`config.mk`:
```
export PLATFORM = sky130hd
export DESIGN_NAME = acc_guard
export DESIGN_NICKNAME = d
export VERILOG_FILES = /design/src/rtl/acc_guard_pkg.sv /design/src/rtl/acc_guard_dom_sel.sv /design/src/rtl/acc_guard_perm_eval.sv /design/src/rtl/acc_guard_verdict.sv /design/src/rtl/acc_guard.sv
export SDC_FILE = /design/constraint.sdc
export NUM_CORES = 1
export LEC_CHECK = 0
export ABC_AREA = 1
export ABC_CLOCK_PERIOD_IN_PS = 800
export BUFFER_PORTS_ARGS = -buffer_cell sky130_fd_sc_hd__buf_2
export CORE_MARGIN = 1.5
export CORE_UTILIZATION = 38
export DETAILED_ROUTE_END_ITERATION = 7
export PLACE_DENSITY = 0.86
export SYNTH_ARGS = -nofsm -noshare
export SYNTH_HDL_FRONTEND = slang
export SYNTH_SLANG_ARGS = --single-unit
export TNS_END_PERCENT = 20
```
`constraint.sdc`:
```
create_clock -name clk -period 0.8 [get_ports clk]
set_input_delay 0.16 -clock clk [delete_from_list [all_inputs] [get_ports clk]]
set_output_delay 0.16 -clock clk [all_outputs]
set_load 0.05 [all_outputs]
```
`src/rtl/acc_guard_pkg.sv`:
```
package acc_guard_pkg;

    localparam int MODE_W = 2;
    localparam int AP_W   = 2;

    typedef enum logic [MODE_W-1:0] {
        DM_BLOCK  = 2'b00,
        DM_CLIENT = 2'b01,
        DM_RSVD   = 2'b10,
        DM_OWNER  = 2'b11
    } dom_mode_e;

    typedef enum logic [1:0] {
        ST_IDLE     = 2'd0,
        ST_GRANT    = 2'd1,
        ST_DOM_FLT  = 2'd2,
        ST_PERM_FLT = 2'd3
    } verdict_st_e;

endpackage

```
`src/rtl/acc_guard_dom_sel.sv`:
```
module acc_guard_dom_sel
    import acc_guard_pkg::*;
#(
    parameter int NUM_DOMAINS = 16,
    localparam int DOM_W  = $clog2(NUM_DOMAINS),
    localparam int DACR_W = NUM_DOMAINS * MODE_W
) (
    input  logic [DACR_W-1:0] dacr_i,
    input  logic [DOM_W-1:0]  dom_i,
    output dom_mode_e         mode_o
);

    logic [MODE_W-1:0] field_a [NUM_DOMAINS];

    for (genvar g = 0; g < NUM_DOMAINS; g++) begin : g_field
        assign field_a[g] = dacr_i[g*MODE_W +: MODE_W];
    end

    assign mode_o = dom_mode_e'(field_a[dom_i]);

endmodule

```
`src/rtl/acc_guard_perm_eval.sv`:
```
module acc_guard_perm_eval
    import acc_guard_pkg::*;
(
    input  logic [AP_W-1:0] ap_i,
    input  logic            ovr_s_i,
    input  logic            ovr_r_i,
    input  logic            write_i,
    input  logic            priv_i,
    output logic            perm_ok_o
);

    always_comb begin
        perm_ok_o = 1'b0;
        unique case (ap_i)
            2'b00: begin
                unique case ({ovr_s_i, ovr_r_i})
                    2'b10:   perm_ok_o = priv_i && !write_i;
                    2'b01:   perm_ok_o = !write_i;
                    default: perm_ok_o = 1'b0;   // 00 denies, 11 is reserved
                endcase
            end
            2'b01:   perm_ok_o = priv_i;
            2'b10:   perm_ok_o = priv_i || !write_i;
            default: perm_ok_o = 1'b1;
        endcase
    end

endmodule

```
`src/rtl/acc_guard_verdict.sv`:
```
module acc_guard_verdict
    import acc_guard_pkg::*;
(
    input  dom_mode_e   mode_i,
    input  logic        perm_ok_i,
    output verdict_st_e verdict_o
);

    // Domain stage first: a blocking mode never reaches the permission stage.
    always_comb begin
        verdict_o = ST_DOM_FLT;
        unique case (mode_i)
            DM_BLOCK, DM_RSVD: verdict_o = ST_DOM_FLT;
            DM_OWNER:          verdict_o = ST_GRANT;
            DM_CLIENT:         verdict_o = perm_ok_i ? ST_GRANT : ST_PERM_FLT;
            default:           verdict_o = ST_DOM_FLT;
        endcase
    end

endmodule

```
`src/rtl/acc_guard.sv`:
```
module acc_guard
    import acc_guard_pkg::*;
#(
    parameter int NUM_DOMAINS = 16,
    localparam int DOM_W  = $clog2(NUM_DOMAINS),
    localparam int DACR_W = NUM_DOMAINS * MODE_W
) (
    input  logic              clk,
    input  logic              rst_n,
    input  logic              req_valid,
    input  logic [DOM_W-1:0]  req_domain,
    input  logic [AP_W-1:0]   req_ap,
    input  logic              req_write,
    input  logic              req_priv,
    input  logic [DACR_W-1:0] dacr,
    input  logic              ovr_s,
    input  logic              ovr_r,
    output logic              rsp_valid,
    output logic              rsp_allow,
    output logic              rsp_dom_fault,
    output logic              rsp_perm_fault
);

    dom_mode_e   cur_mode;
    logic        perm_ok;
    verdict_st_e verdict;
    verdict_st_e state_q, state_d;

    acc_guard_dom_sel #(.NUM_DOMAINS(NUM_DOMAINS)) u_dom_sel (
        .dacr_i (dacr),
        .dom_i  (req_domain),
        .mode_o (cur_mode)
    );

    acc_guard_perm_eval u_perm_eval (
        .ap_i      (req_ap),
        .ovr_s_i   (ovr_s),
        .ovr_r_i   (ovr_r),
        .write_i   (req_write),
        .priv_i    (req_priv),
        .perm_ok_o (perm_ok)
    );

    acc_guard_verdict u_verdict (
        .mode_i    (cur_mode),
        .perm_ok_i (perm_ok),
        .verdict_o (verdict)
    );

    // Transitions: "take" loads the verdict, "idle" returns to ST_IDLE.
    always_comb begin
        state_d = req_valid ? verdict : ST_IDLE;
    end

    always_ff @(posedge clk or negedge rst_n) begin
        if (!rst_n) state_q <= ST_IDLE;
        else        state_q <= state_d;
    end

    always_comb begin
        rsp_valid      = 1'b0;
        rsp_allow      = 1'b0;
        rsp_dom_fault  = 1'b0;
        rsp_perm_fault = 1'b0;
        unique case (state_q)
            ST_IDLE: ;
            ST_GRANT: begin
                rsp_valid = 1'b1;
                rsp_allow = 1'b1;
            end
            ST_DOM_FLT: begin
                rsp_valid     = 1'b1;
                rsp_dom_fault = 1'b1;
            end
            ST_PERM_FLT: begin
                rsp_valid      = 1'b1;
                rsp_perm_fault = 1'b1;
            end
            default: ;
        endcase
    end

    // Field picked straight from the port, used only for the checks below.
    logic [MODE_W-1:0] chk_mode;
    assign chk_mode = dacr[{req_domain, 1'b0} +: MODE_W];


    dom_block_chk: assert property (@(posedge clk) disable iff (!rst_n)
        (req_valid && !chk_mode[0]) |=> (rsp_dom_fault && !rsp_allow && !rsp_perm_fault));


    owner_pass_chk: assert property (@(posedge clk) disable iff (!rst_n)
        (req_valid && chk_mode == 2'b11) |=> (rsp_allow && !rsp_perm_fault));


    ap_full_chk: assert property (@(posedge clk) disable iff (!rst_n)
        (req_valid && chk_mode == 2'b01 && req_ap == 2'b11) |=> rsp_allow);


    lat_on_chk: assert property (@(posedge clk) disable iff (!rst_n)
        req_valid |=> rsp_valid);


    lat_off_chk: assert property (@(posedge clk) disable iff (!rst_n)
        !req_valid |=> !rsp_valid);


    one_flag_chk: assert property (@(posedge clk) disable iff (!rst_n)
        rsp_valid |-> ($countones({rsp_allow, rsp_dom_fault, rsp_perm_fault}) == 1));


    idle_quiet_chk: assert property (@(posedge clk) disable iff (!rst_n)
        !rsp_valid |-> !(rsp_allow || rsp_dom_fault || rsp_perm_fault));

endmodule

```
### Word-level counts from Yosys, hierarchy flattened

Index checks and enable logic that the tools add are counted.

* register bits after elaboration: 2
* input port bits: 45
* output and inout port bits: 4
* word-level logic and storage cells: 32

* $lt $le $gt $ge: 1
* eq/ne operators: 10
* muxes and demuxes: 12
* bitwise logic cells: 1
* reduce and logical (&&, ||, !) cells: 7

Operators with widths (number)
* $eq 2x2->1 const B: 6
* $bmux 2 s4: 1
* $eq 2x1->1 const B: 4
* $mux 2: 4
* $pmux 2 s3: 1
* $ge 5x5->1 const B: 1
* $not 4->5: 1
* $logic_not 2->1: 2
* $mux 1: 4
* $pmux 1 s3: 1
* $reduce_or 3->1: 1
* $pmux 1 s2: 1
* $reduce_or 2->1: 1
* $logic_and 1x1->1: 1
* $logic_not 1->1: 1
* $logic_or 1x1->1: 1

### Logic depth before layout (Yosys ltp)

* depth in word-level cells: 8
* depth in mapped cells: 10
* depth with buffers taken out: 9

### Cells and area by module

From an unflattened synthesis, not the netlist that was laid out.

* cells, all modules: 131
* area, all modules: 611.8 µm²

By module, submodules not included
* acc_guard_dom_sel: times used 1, cells each 98, area each 420.4 µm², seq. area each 0.0 µm²
* acc_guard: times used 1, cells each 13, area each 91.3 µm², seq. area each 50.0 µm²
* acc_guard_perm_eval: times used 1, cells each 18, area each 91.3 µm², seq. area each 0.0 µm²
* acc_guard_verdict: times used 1, cells each 2, area each 8.8 µm², seq. area each 0.0 µm²

### Least setup slack after synthesis

OpenSTA, ideal clock, no wires.

* path kind: register to output
* from: register state_q[1]
* to: output rsp_dom_fault
* data arrival time: 1036 ps
* required time: 640 ps
* setup slack: -396 ps
* stages on the path, launching flop included: 3
* buffers on the path: 0
* path through: dfrtp_1 inv_1 nor2_1

* cells in the longest elaborated chain, start to end: 2

RTL lines
* start: declaration: RTL line acc_guard.sv:27 `verdict_st_e state_q, state_d;`
* start signal: assignment: RTL line acc_guard.sv:57 `else state_q <= state_d;`
* $eq 2x2->1: RTL line acc_guard.sv:65 `unique case (state_q)`
* $mux 1: RTL line acc_guard.sv:65
* end: declaration: RTL line acc_guard.sv:20 `output logic rsp_dom_fault,`

No other way between the ends.

### Final worst setup path

* from: register state_q[0]
* to: output rsp_allow

* cells in the longest elaborated chain, start to end: 2

RTL lines
* $eq 2x1->1: RTL line acc_guard.sv:65
* $mux 1: RTL line acc_guard.sv:65
* end: declaration: RTL line acc_guard.sv:19 `output logic rsp_allow,`

No other way between the ends.

==> impl_metrics.tcl <==
set metrics [dict create \
    largest_register_ffs 2 \
    holdCritStartpoint "req_valid" \
    core_region_area_mm2 0.00147 \
    grt_first_pass_wirelength_um 2720 \
    min_to "state_q[1]$_DFF_PN0_" \
    critPathBufInv 2 \
    hold_depth 3 \
    num_antenna_cells 0 \
    drc_errors 0 \
    die_y_um 42.3 \
    fmax_mhz 906 \
    num_vias 832 \
    cts_made_buffers 3 \
    register_area_um2 50.0 \
    root_buffer "clkbuf_4" \
    viasPerCell 4.70 \
    drive_gt1_share_pct 44.1 \
    start_util_pct 40.0 \
    num_io_pins 49 \
    crit_type "reg -> out" \
    synth_fp_nets 158 \
    post-route-period-util_pct 138 \
    final_area_um2 913 \
    firstDrtPassIters 4 \
    synth_top_area_share_pct 27.4 \
    avgSynthCellArea_um2 5.30 \
    max-vdd-ir-drop_v 0.000418 \
    cp_cell_sequence "inv_2, nor2_4, buf_6" \
    end_kind "output pin" \
    hold_path.class "in -> reg" \
    crit_path_max_fanout 3 \
    multi_input_area_um2 432 \
    synth_cells 111 \
    clk_pin_slew_ps 30 \
    fp.dieArea_mm2 0.00179 \
    setup_viol 5 \
    grt_overflow 0 \
    status "finished with violations" \
    fillCellCount 153 \
    layout.nets 210 \
    final.min_clock_period_ps 1100 \
    powerDensity_mw_per_mm2 927 \
    path_delay_family "flip-flops" \
    htreeDepth 1 \
    clk_path_buf_depth 2 \
    rsz0062_at_grt "yes" \
    hpwl_um 1290 \
    p_total_mw 0.847 \
    synth.area.top_cells "nand2_1 (27%), inv_1 (12%), nand3_1 (12%)" \
    clock-sinks 2 \
    cts_tree "built" \
    grt_max_degree 19 \
    regMostFlops "state_q" \
    grt_use_total_pct 19.0 \
    netlist_area_um2 588 \
    wl_um 1590 \
    p_leak_nw 0.573 \
    fin_util_pct 62.1 \
    top_regs "state_q (2)" \
    cp.required_ps 640 \
    drt.antenna.violating_nets 0 \
    layout_commonest_cell "buf_2" \
    area_growth_syn_to_layout_pct 55.3 \
    cap_violations 0 \
    synth_warnings 0 \
    startpoint "state_q[0]$_DFF_PN0_" \
    finalHoldViolCount 0 \
    violations "setup timing" \
    ys_seq_area_share_pct 8.51 \
    worstMarginPinSlew_ps 166 \
    num_rows 14 \
    yosysTopAreaCell "nand2_1" \
    drt-initial-drc-count 8 \
    crit_path_top_delay_cell "dfrtp_1" \
    synth_cell_type_count 19 \
    slew_violations 0 \
    arrival_ps 940 \
    numPortBuffers 48 \
    post_cts_buffers 0 \
    startpoint_type "flop" \
    placed_area_um2 832 \
    grt_pass1_vias 781 \
    relSlewSlack_pct 88.9 \
    critPathMaxStageDelay_ps 410 \
    grt_antenna_before_repair 0 \
    die-width_um 42.3 \
    wl_per_cell_um 8.99 \
    final_cell_mix "buf_2 (43), nand2_1 (42), inv_1 (17), nand3_1 (13), nor2_1 (7)" \
    gp_congestion 0.833 \
    ys_seq_elements 2 \
    setup_ws_ps -304 \
]
synth_stat cells:
library cell / n
buf_8: 1
o21ai_1: 1
dfrtp_1: 2
inv_2: 1
nor3b_1: 1
nand2_2: 3
a21oi_1: 2
o21ai_0: 2
nand3_2: 3
a21oi_2: 1
inv_6: 1
nand3_1: 14
nor2_1: 9
nand2_1: 43
buf_6: 3
o211ai_1: 1
o21ai_2: 2
inv_1: 19
ha_1: 2
power by group:
part / total, mW / internal [mW] / leakage [nW] / switching [mW]
sequential: 0.124 / 0.111 / 0.0255 / 0.0129
combinational: 0.497 / 0.223 / 0.534 / 0.274
clock: 0.225 / 0.166 / 0.0138 / 0.0596
cells by family after synthesis:
family,share of synthesized area (%)
AO/OA/AOI/OAI,10.0
buffers and inverters,22.6
flip-flops,8.51
adder cells (fa/ha/maj),4.25
AND/OR/NAND/NOR,54.7
how the worst max path moves through the flow:
stage | end | slack, ps | cells past startpoint
after global routing | rsp_allow | -350 | 3
after CTS | rsp_allow | -310 | 3
after detailed placement | state_q[1]$_DFF_PN0_ | -420 | 7
after global placement | state_q[1]$_DFF_PN0_ | -350 | 7
final | rsp_allow | -300 | 3
after floorplan | state_q[1]$_DFF_PN0_ | -160 | 7
per-layer routing:
metal	up-vias	wire [µm]	GRT usage [%]
met5	-	0	0
met4	0	0	7.50
met3	0	72	0.431
met2	26	888	39.4
met1	365	630	19.2
li1	441	-	-
final cells by class:
type / instances / share of cell area (%)
multi-input combinational: 84 / 47.3
timing repair buffer: 51 / 32.9
inverter: 21 / 9.73
tap: 16 / 2.19
clock buffer: 3 / 2.47
sequential: 2 / 5.48
repair_timing:
action | in CTS | in global routing
pin swaps | 0 | 1
hold buffers | 1 | 0
endpoints found under the hold margin | 2 | 0
setup endpoints to repair | 6 | 6
resized for setup | 14 | 4
metrics by stage:
| step | hold WS [ps] | setup slack, ps | cells | TNS, ps |
|---|---|---|---|---|
| floorplan | -136 | -161 | 111 | -668 |
| global placement | -53.0 | -346 | 173 | -1220 |
| detailed placement | -53.6 | -418 | 173 | -1410 |
| CTS | 196 | -312 | 177 | -1300 |
| global route | 208 | -349 | 177 | -1550 |
| finish | 201 | -304 | 177 | -1240 |
(Power assumes the default switching activity.)
